### src/rtl/ep_pool_pkg.sv
package ep_pool_pkg;

    localparam int NUM_EP    = 4;
    localparam int NUM_BLK   = 8;
    localparam int BLK_BYTES = 512;
    localparam int BLK_W     = $clog2(NUM_BLK);
    localparam int OFS_W     = $clog2(BLK_BYTES);
    localparam int ADDR_W    = BLK_W + OFS_W;
    localparam int MAX_BUF   = 4;
    localparam int IDX_W     = $clog2(MAX_BUF);
    localparam int CNT_W     = $clog2(MAX_BUF + 1);
    localparam int TOT_W     = BLK_W + 2;
    localparam int SEL_W     = 5;
    localparam logic [NUM_EP-1:0] RST_DIR = 4'b1100;

    typedef enum logic [1:0] {
        PAIR_TWIN = 2'd0,
        PAIR_QUAD = 2'd1,
        PAIR_WIDE = 2'd2,
        PAIR_NONE = 2'd3
    } pair_mode_t;

    typedef struct packed {
        logic             en;
        logic             wide;
        logic             quad;
        logic [BLK_W-1:0] start;
    } ep_cfg_t;

    typedef ep_cfg_t [NUM_EP-1:0] ep_vec_t;

    typedef struct packed {
        logic    legal;
        ep_vec_t eps;
    } pool_cfg_t;

    function automatic logic [TOT_W-1:0] ep_blocks(ep_cfg_t c);
        logic [TOT_W-1:0] n;
        if (!c.en) begin
            n = '0;
        end else begin
            n = c.quad ? TOT_W'(4) : TOT_W'(2);
            if (c.wide) n = n << 1;
        end
        return n;
    endfunction

    function automatic logic [TOT_W-1:0] pool_usage(ep_vec_t v);
        logic [TOT_W-1:0] acc;
        acc = '0;
        for (int i = 0; i < NUM_EP; i++) acc = acc + ep_blocks(v[i]);
        return acc;
    endfunction

    function automatic ep_vec_t place_blocks(ep_vec_t v);
        ep_vec_t          r;
        logic [TOT_W-1:0] acc;
        r   = v;
        acc = '0;
        for (int i = 0; i < NUM_EP; i++) begin
            r[i].start = acc[BLK_W-1:0];
            acc        = acc + ep_blocks(r[i]);
        end
        return r;
    endfunction

    function automatic pool_cfg_t decode_sel(logic [SEL_W-1:0] sel);
        pool_cfg_t  r;
        pair_mode_t m;
        r       = '0;
        r.legal = 1'b1;
        if (!sel[SEL_W-1]) begin
            for (int p = 0; p < 2; p++) begin
                m = pair_mode_t'(sel[2*p +: 2]);
                case (m)
                    PAIR_TWIN: begin
                        r.eps[2*p].en   = 1'b1;
                        r.eps[2*p+1].en = 1'b1;
                    end
                    PAIR_QUAD: begin
                        r.eps[2*p].en   = 1'b1;
                        r.eps[2*p].quad = 1'b1;
                    end
                    PAIR_WIDE: begin
                        r.eps[2*p].en   = 1'b1;
                        r.eps[2*p].wide = 1'b1;
                    end
                    default: r.legal = 1'b0;
                endcase
            end
        end else begin
            case (sel[3:0])
                4'd0: begin
                    r.eps[0].en   = 1'b1;
                    r.eps[0].wide = 1'b1;
                    r.eps[0].quad = 1'b1;
                end
                4'd1: begin
                    r.eps[0].en   = 1'b1;
                    r.eps[0].wide = 1'b1;
                    r.eps[3].en   = 1'b1;
                    r.eps[3].wide = 1'b1;
                end
                default: r.legal = 1'b0;
            endcase
        end
        r.eps = place_blocks(r.eps);
        return r;
    endfunction

endpackage

### src/rtl/ep_cfg_reg.sv
module ep_cfg_reg
    import ep_pool_pkg::*;
(
    input  logic              clk,
    input  logic              rst,
    input  logic              load,
    input  logic [SEL_W-1:0]  sel,
    input  logic [NUM_EP-1:0] dir_in,
    output ep_vec_t           cfg_q,
    output logic [NUM_EP-1:0] dir_q,
    output logic              err_q,
    output logic              accept
);

    localparam pool_cfg_t RST_CFG = decode_sel('0);

    pool_cfg_t dec;

    always_comb begin
        dec    = decode_sel(sel);
        accept = load && dec.legal;
    end

    always_ff @(posedge clk) begin
        if (rst) begin
            cfg_q <= RST_CFG.eps;
            dir_q <= RST_DIR;
            err_q <= 1'b0;
        end else if (load) begin
            if (dec.legal) begin
                cfg_q <= dec.eps;
                dir_q <= dir_in;
                err_q <= 1'b0;
            end else begin
                err_q <= 1'b1;
            end
        end
    end

    AST_REJECT_KEEP: assert property (@(posedge clk) disable iff (rst)
        (load && !dec.legal) |=> ($stable(cfg_q) && $stable(dir_q) && err_q));

    AST_POOL_LIMIT: assert property (@(posedge clk) disable iff (rst)
        pool_usage(cfg_q) <= TOT_W'(NUM_BLK));

    AST_ERR_CLEAR: assert property (@(posedge clk) disable iff (rst)
        accept |=> !err_q);

endmodule

### src/rtl/ep_ring.sv
module ep_ring
    import ep_pool_pkg::*;
(
    input  logic              clk,
    input  logic              rst,
    input  logic              clear,
    input  ep_cfg_t           cfg,
    input  logic              fill_done,
    input  logic              drain_done,
    output logic [IDX_W-1:0]  fill_idx,
    output logic [IDX_W-1:0]  drain_idx,
    output logic              full,
    output logic              empty,
    output logic [ADDR_W-1:0] fill_addr,
    output logic [ADDR_W-1:0] drain_addr
);

    logic [CNT_W-1:0] cnt;
    logic [CNT_W-1:0] nbuf;
    logic [IDX_W-1:0] mask;
    logic             do_fill, do_drain;

    always_comb begin
        nbuf     = cfg.quad ? CNT_W'(MAX_BUF) : CNT_W'(2);
        mask     = cfg.quad ? IDX_W'(MAX_BUF - 1) : IDX_W'(1);
        do_fill  = cfg.en && fill_done  && (cnt != nbuf);
        do_drain = cfg.en && drain_done && (cnt != '0);
        full     = cfg.en && (cnt == nbuf);
        empty    = (cnt == '0);
    end

    function automatic logic [ADDR_W-1:0] buf_base(ep_cfg_t c, logic [IDX_W-1:0] idx);
        logic [BLK_W-1:0] blk;
        blk = c.start + (c.wide ? BLK_W'({idx, 1'b0}) : BLK_W'(idx));
        return c.en ? {blk, {OFS_W{1'b0}}} : '0;
    endfunction

    always_comb begin
        fill_addr  = buf_base(cfg, fill_idx);
        drain_addr = buf_base(cfg, drain_idx);
    end

    always_ff @(posedge clk) begin
        if (rst || clear) begin
            cnt       <= '0;
            fill_idx  <= '0;
            drain_idx <= '0;
        end else begin
            if (do_fill)  fill_idx  <= (fill_idx + 1'b1) & mask;
            if (do_drain) drain_idx <= (drain_idx + 1'b1) & mask;
            case ({do_fill, do_drain})
                2'b10:   cnt <= cnt + 1'b1;
                2'b01:   cnt <= cnt - 1'b1;
                default: cnt <= cnt;
            endcase
        end
    end

    AST_CNT_BOUND: assert property (@(posedge clk) disable iff (rst)
        cnt <= nbuf);

    AST_NO_OVERFLOW: assert property (@(posedge clk) disable iff (rst)
        (full && fill_done && !drain_done && !clear) |=> ($stable(fill_idx) && full));

    AST_NO_UNDERFLOW: assert property (@(posedge clk) disable iff (rst)
        (empty && drain_done && !fill_done && !clear) |=> ($stable(drain_idx) && empty));

    AST_PTR_GAP: assert property (@(posedge clk) disable iff (rst)
        cfg.en |-> (((fill_idx - drain_idx) & mask) == (cnt[IDX_W-1:0] & mask)));

    AST_IDLE_OFF: assert property (@(posedge clk) disable iff (rst)
        !cfg.en |-> (empty && !full && fill_idx == '0 && drain_idx == '0));

endmodule

### src/rtl/ep_pool_alloc.sv
module ep_pool_alloc
    import ep_pool_pkg::*;
(
    input  logic                          clk,
    input  logic                          rst,
    input  logic                          cfg_load,
    input  logic [SEL_W-1:0]              cfg_sel,
    input  logic [NUM_EP-1:0]             cfg_dir,
    input  logic [NUM_EP-1:0]             fill_done,
    input  logic [NUM_EP-1:0]             drain_done,
    output logic                          cfg_err,
    output logic [NUM_EP-1:0]             ep_en,
    output logic [NUM_EP-1:0]             ep_dir,
    output logic [NUM_EP-1:0]             full,
    output logic [NUM_EP-1:0]             empty,
    output logic [NUM_EP-1:0][IDX_W-1:0]  fill_idx,
    output logic [NUM_EP-1:0][IDX_W-1:0]  drain_idx,
    output logic [NUM_EP-1:0][ADDR_W-1:0] fill_addr,
    output logic [NUM_EP-1:0][ADDR_W-1:0] drain_addr
);

    ep_vec_t cfg_q;
    logic    accept;

    ep_cfg_reg u_cfg (
        .clk    (clk),
        .rst    (rst),
        .load   (cfg_load),
        .sel    (cfg_sel),
        .dir_in (cfg_dir),
        .cfg_q  (cfg_q),
        .dir_q  (ep_dir),
        .err_q  (cfg_err),
        .accept (accept)
    );

    for (genvar e = 0; e < NUM_EP; e++) begin : g_ep
        assign ep_en[e] = cfg_q[e].en;

        ep_ring u_ring (
            .clk        (clk),
            .rst        (rst),
            .clear      (accept),
            .cfg        (cfg_q[e]),
            .fill_done  (fill_done[e]),
            .drain_done (drain_done[e]),
            .fill_idx   (fill_idx[e]),
            .drain_idx  (drain_idx[e]),
            .full       (full[e]),
            .empty      (empty[e]),
            .fill_addr  (fill_addr[e]),
            .drain_addr (drain_addr[e])
        );
    end

    AST_LOAD_CLEARS: assert property (@(posedge clk) disable iff (rst)
        accept |=> (empty == '1 && fill_idx == '0 && drain_idx == '0));

    AST_FULL_EMPTY_EXCL: assert property (@(posedge clk) disable iff (rst)
        (full & empty) == '0);

endmodule

### config.mk
export PLATFORM = sky130hd
export DESIGN_NAME = ep_pool_alloc
export DESIGN_NICKNAME = d
export VERILOG_FILES = /design/src/rtl/ep_pool_pkg.sv /design/src/rtl/ep_cfg_reg.sv /design/src/rtl/ep_ring.sv /design/src/rtl/ep_pool_alloc.sv
export SDC_FILE = /design/constraint.sdc
export NUM_CORES = 1
export LEC_CHECK = 0
export BUFFER_PORTS_ARGS = -buffer_cell sky130_fd_sc_hd__buf_2
export CORE_MARGIN = 1.5
export CORE_UTILIZATION = 48
export DETAILED_ROUTE_END_ITERATION = 12
export PLACE_DENSITY = 0.91
export RECOVER_POWER = 100
export SYNTH_ARGS = -nofsm -noshare
export SYNTH_HDL_FRONTEND = slang
export SYNTH_SLANG_ARGS = --single-unit
### constraint.sdc
create_clock -name clk -period 3.22 [get_ports clk]
set_input_delay 0.644 -clock clk [delete_from_list [all_inputs] [get_ports clk]]
set_output_delay 0.644 -clock clk [all_outputs]
set_load 0.005 [all_outputs]
# Yosys cells after proc, flatten, opt, wreduce, memory -nomap -nowiden
# Index checks and enable logic that the tools add are counted.
totals:
  in_bits: 20
  regBits: 47
  wordCells: 164
op_classes:
  n_addsub: 24
  bitwise: 4
  muxes: 48
  n_eq_ne: 21
  n_reduce_logical: 41
ops:
  columns: ["operator", "count"]
  rows:
  - ["$mux W12", 8]
  - ["$mux W3", 14]
  - ["$pmux W3 S2", 4]
  - ["$logic_and A1 B1 Y1", 21]
  - ["$mux W2", 8]
  - ["$add A3 B3 Y3", 5]
  - ["$mux W1", 14]
  - ["$add A3 B1 Y3 const B", 4]
  - ["$eq A2 B1 Y1 const B", 6]
  - ["$eq A2 B2 Y1 const B", 6]
  - ["$logic_not A3 Y1", 4]
  - ["$reduce_bool A3 Y1", 4]
  - ["$sub A3 B1 Y3 const B", 4]
  - ["$add A2 B1 Y2 const B", 4]
  - ["$and A2 B2 Y2", 4]
  - ["$reduce_bool A2 Y1", 4]
  - ["$add A3 B1 Y3", 2]
  - ["$eq A3 B2 Y1 const B", 2]
  - ["$eq A3 B3 Y1", 2]
  - ["$ne A3 B2 Y1 const B", 2]
  - ["$ne A3 B3 Y1", 2]
  - ["$reduce_or A3 Y1", 2]
  - ["$add A1 B1 Y1 const B", 4]
  - ["$eq A4 B1 Y1 const B", 1]
  - ["6 further kinds", 7]

# Depth between registers and ports, before layout
logic_depth:
  word_depth: 9
  mapped_depth: 11

# By module
# Synthesis repeated with hierarchy kept, for this count alone.
unflattened:
  cells_unflattened: 489
  hier_area_um2: 4052.6
modules_own_cells:
  columns: ["module", "seq_area_each_um2", "area_per_inst_um2", "cells_per_inst", "instances"]
  rows:
  - ["ep_ring", 140.1, 744.5, 90, 4]
  - ["ep_cfg_reg", 400.4, 1074.8, 129, 1]

# Worst setup path before layout
# No wires, ideal clock.
synth_path:
  kind: "in2reg"
  startpoint: "input cfg_sel[0]"
  endpoint: "register, netlist name u_cfg.cfg_q[20]"
  arrival_ns: 2.901
  cell_stages: 11
  setup_ns: 0.128
  setup_slack_ns: 0.191
  path_cell_list: "clkbuf_1 nor4b_1 a21oi_1 or2_2 ha_1 o21a_1 ha_1 ha_1 or3_1 a221oi_1 a211oi_1"
synth_lines:
  columns: ["element", "line", "rtl"]
  rows:
  - ["start, declared", "ep_pool_alloc.sv:7", "input logic [SEL_W-1:0] cfg_sel,"]

==> metrics.md <==
| Metric | Value |
|---|---|
| Die width | 85.7 um |
| Via count | about 2600 |
| Layout area overhead | 3.16% |
| Gr usage total | 0.164 |
| Wire per inst | ~12 um |
| Die Ht | 85.7 um |
| Global-route wire length before repair | about 9900 um |
| Root Buffer | clkbuf_8 |
| Simple-Gate Fraction of Synth Area | 0.229 |
| Die Area | 0.00735 sq mm |
| Final GP Congestion | slightly below 0.8 |
| # IOs | 149 |
| RSZ-0062 raised after global routing | false |
| Clock Pin Slew Worst Setup and Hold Paths | 0.08 ns |
| Setup bufs post-CTS | 0 |
| HPWL after detailed placement | about 4900 um |
| Post-synthesis compound-gate area fraction | 0.110 |
| Hold Vio Cnt, Final | 0 |
| Hold Buf Count CTS | 0 |
| Layout cells sized above 1 | 0.159 |
| DRT Wirelength | 6380 um |
| # resized after CTS | 0 |
| Seq/Total Area, Yosys | 0.268 |
| Max incr delay on CP | 0.36 ns |
| Netlist cell types | 52 |
| Maximum vdd drop | 297 uV |
| Status | complete, no violations |
| Required time worst endpoint | about 3.4 ns |
| Synth Area in Adders | 0.0701 |
| Clk_lat worst skew | around 0.29 ns |
| Finished Cell Area | between 0.003 and 0.004 sq mm |
| Num CTS Buffers | 5 |
| Worst-margin pin slew | roughly 0.9 ns |
| Slew HR | 0.395 |
| Std cell rows | 29 |
| Initial antenna violation count | 0 |
| Placement Cell Area | between 0.003 and 0.004 sq mm |
| Final Skew | between 0.005 and 0.006 ns |
| Worst Path Buf+Inv | 1 |
| Routed vias/inst | 4.85 |
| PortBufs | 72 |
| DRC | 0 |
| Tcrit/Tclk final | 0.873 |
| N_diodes | 0 |
| Ys flop type | dfxtp_1 |
| Hold_ws | roughly 0.46 ns |
| Crit-path cells | buf_2 > nor4b_1 > a21oi_1 > or2_2 > ha_1 > o21a_1 > ha_1 > ha_1 > or3_1 > and3b_1 > a211oi_1 |
| Initial Utilization | 0.506 |
| Final setup fails | 0 |
| Layout Nets | 500 |
| Achievable Freq | 356 MHz |
| Mapped Area | 0.00328 sq mm |
| Fraction of registers with async set/reset | 0 |
| Crit-path most repeated cell | ha_1 |
| Crit-path max FO | 12 |
| Crit path kind | primary input to flip-flop |
| Core Box Area | roughly 0.0065 sq mm |
| Critical path arrival | between 3 and 4 ns |
| Mapped Cells | just over 400 |
| CTS H-tree depth | 2 |
| CP delay by family, top | simple AND/OR/NAND/NOR gates |
| #FFs+latches synth | 44 |
| Number of global-route vias before repair | ~2300 |
| CTS Buffer Depth | 2 |
| DP Worst Slack | 0.0849 ns |
| Syn. warnings | 0 |
| Slowest cell on the critical path | or3_1 |
| Setup WS post-layout | 0.408 ns |
| Leak | between 0.0015 and 0.002 uW |
| Detail Route Antenna Nets | 0 |
| Final Max Tran Viols | 0 |
| First DRT Iteration DRCs | 76 |
| CTS tree | done |
| Post-layout min period | roughly 2.8 ns |
| 1st-pass router iterations | 4 |
| Syn Area/Cell | about 8.1 sq um |
| Largest family of logic cells by synthesized area | buffers and inverters |
| Congestion Overflow GR | 0 |
| CP Launch Type | primary input |
| Largest net degree at the start of global routing | 18 |
| Setup_tns | 0 ns |
| Min-delay worst type | flip-flop to flip-flop |
| CP endpoint kind | flip-flop |
| Mux cell area share after synthesis | 0.0160 |
| Max cap viols | 0 |
| Clock sink count | 44 |
| Post-synth EDFFs | 0 |
| Post-synthesis xor/xnor area fraction | 0.0587 |
| Power per cell area | 555 mW/mm^2 |
==> tightest hold or removal path, cell delays in order, from the launching register on <==
cell and delay [ns]:
dfxtp_1 0.31, nand2_1 0.05, a21oi_1 0.05
==> synthesized netlist by cell type, types with 2 or more instances <==
cell type | n | area share
or3_1 | 4 | 0.0076
a31oi_1 | 2 | 0.0038
xor2_1 | 16 | 0.043
or2_2 | 3 | 0.0057
o311ai_0 | 4 | 0.011
xnor2_1 | 6 | 0.016
o21a_1 | 2 | 0.0046
inv_1 | 18 | 0.021
and2_1 | 14 | 0.027
nor3_1 | 5 | 0.0076
and3b_1 | 10 | 0.027
a21oi_1 | 22 | 0.034
nand2_1 | 30 | 0.034
dfxtp_1 | 44 | 0.27
o21ai_0 | 9 | 0.014
buf_2 | 6 | 0.0091
nand2b_1 | 2 | 0.0038
ha_1 | 12 | 0.046
a311oi_1 | 2 | 0.0053
nand4_1 | 2 | 0.0038
nor2_1 | 38 | 0.043
nor2b_1 | 5 | 0.0095
mux2_2 | 2 | 0.0069
nor3b_1 | 2 | 0.0046
nand3b_1 | 2 | 0.0046
and3_1 | 7 | 0.013
buf_4 | 92 | 0.21
nor4b_1 | 2 | 0.0053
o211ai_1 | 3 | 0.0069
clkbuf_1 | 5 | 0.0057
or4_1 | 2 | 0.0046
nand3_1 | 9 | 0.014
fa_1 | 4 | 0.024
mux2i_1 | 3 | 0.0091
==> final timing paths <==
kind	startpoint	end	slack, ns	depth (start not counted)
worst max-delay path	cfg_sel[4]	u_cfg.cfg_q[20]$_SDFFE_PP1P_	0.41	11
worst min register to register	u_cfg.cfg_q[8]$_SDFFE_PP0P_	u_cfg.cfg_q[8]$_SDFFE_PP0P_	0.46	2
worst min-delay path	u_cfg.cfg_q[8]$_SDFFE_PP0P_	u_cfg.cfg_q[8]$_SDFFE_PP0P_	0.46	2
worst max register to register	g_ep[0].u_ring.cnt[1]$_SDFFE_PP0P_	g_ep[0].u_ring.cnt[2]$_SDFFE_PP0P_	0.64	10
==> per-stage QoR <==
stage          cells   util  total power [uW]
3_5_place_dp     534  0.512              1490
6_report         542  0.522              1880
2_1_floorplan    482      -              1400
4_1_cts          542  0.529              1910
5_1_grt          542  0.522              2030
3_3_place_gp     534  0.512              1450
==> state kept, by name, indices dropped and copies added (netlist names) <==
signal                 flops
u_cfg.dir_q                4
g_ep.u_ring.fill_idx       6
g_ep.u_ring.cnt           12
u_cfg.err_q                1
g_ep.u_ring.drain_idx      6
u_cfg.cfg_q               15
==> where the power goes <==
part	internal (uW)	switching [uW]	leakage, uW
registers	635	111	0.000360
clock network	231	190	0.0000552
logic	324	389	0.00118
total	1190	690	0.00160
==> area by class of cell <==
class	instances	area, sq um
repair buffers	78	372
clock buffers	6	72.6
flip-flops and latches	44	881
inverters	19	71.3
clock inverters	2	35.0
fillers	640	3110
multi-input cells	316	1860
well taps	77	96.3
==> cells by family after synthesis <==
logic type               count (synthesis)
AO/OA/AOI/OAI                           55
XOR/XNOR                                22
adder cells (fa/ha/maj)                 16
buffers and inverters                  122
flip-flops                              44
multiplexers                             5
other                                    1
AND/OR/NAND/NOR                        142
==> cell usage in the layout, fill, tap and decap left out, types with 5 or more instances in the layout <==
cell	netlist	layout
a21oi_1	22	23
and2_0	0	8
and2_1	14	6
and3_1	7	7
and3b_1	10	10
buf_2	6	53
clkbuf_1	5	21
clkbuf_8	0	5
conb_1	1	76
dfxtp_1	44	44
ha_1	12	12
inv_1	18	18
nand2_1	30	30
nand3_1	9	9
nor2_1	38	38
nor2b_1	5	5
nor3_1	5	5
o21ai_0	9	9
xnor2_1	6	6
xor2_1	16	16
==> layer usage <==
layer | global-route usage | wire [um] | up-vias
met1 | 0.198 | 2830 | 1242
met3 | 0.0327 | 305 | 2
met5 | 0 | 0 | -
li1 | - | - | 1300
met4 | 0.0352 | 8 | 0
met2 | 0.301 | 3240 | 86
Note: power is estimated with default switching activity, not from simulation.
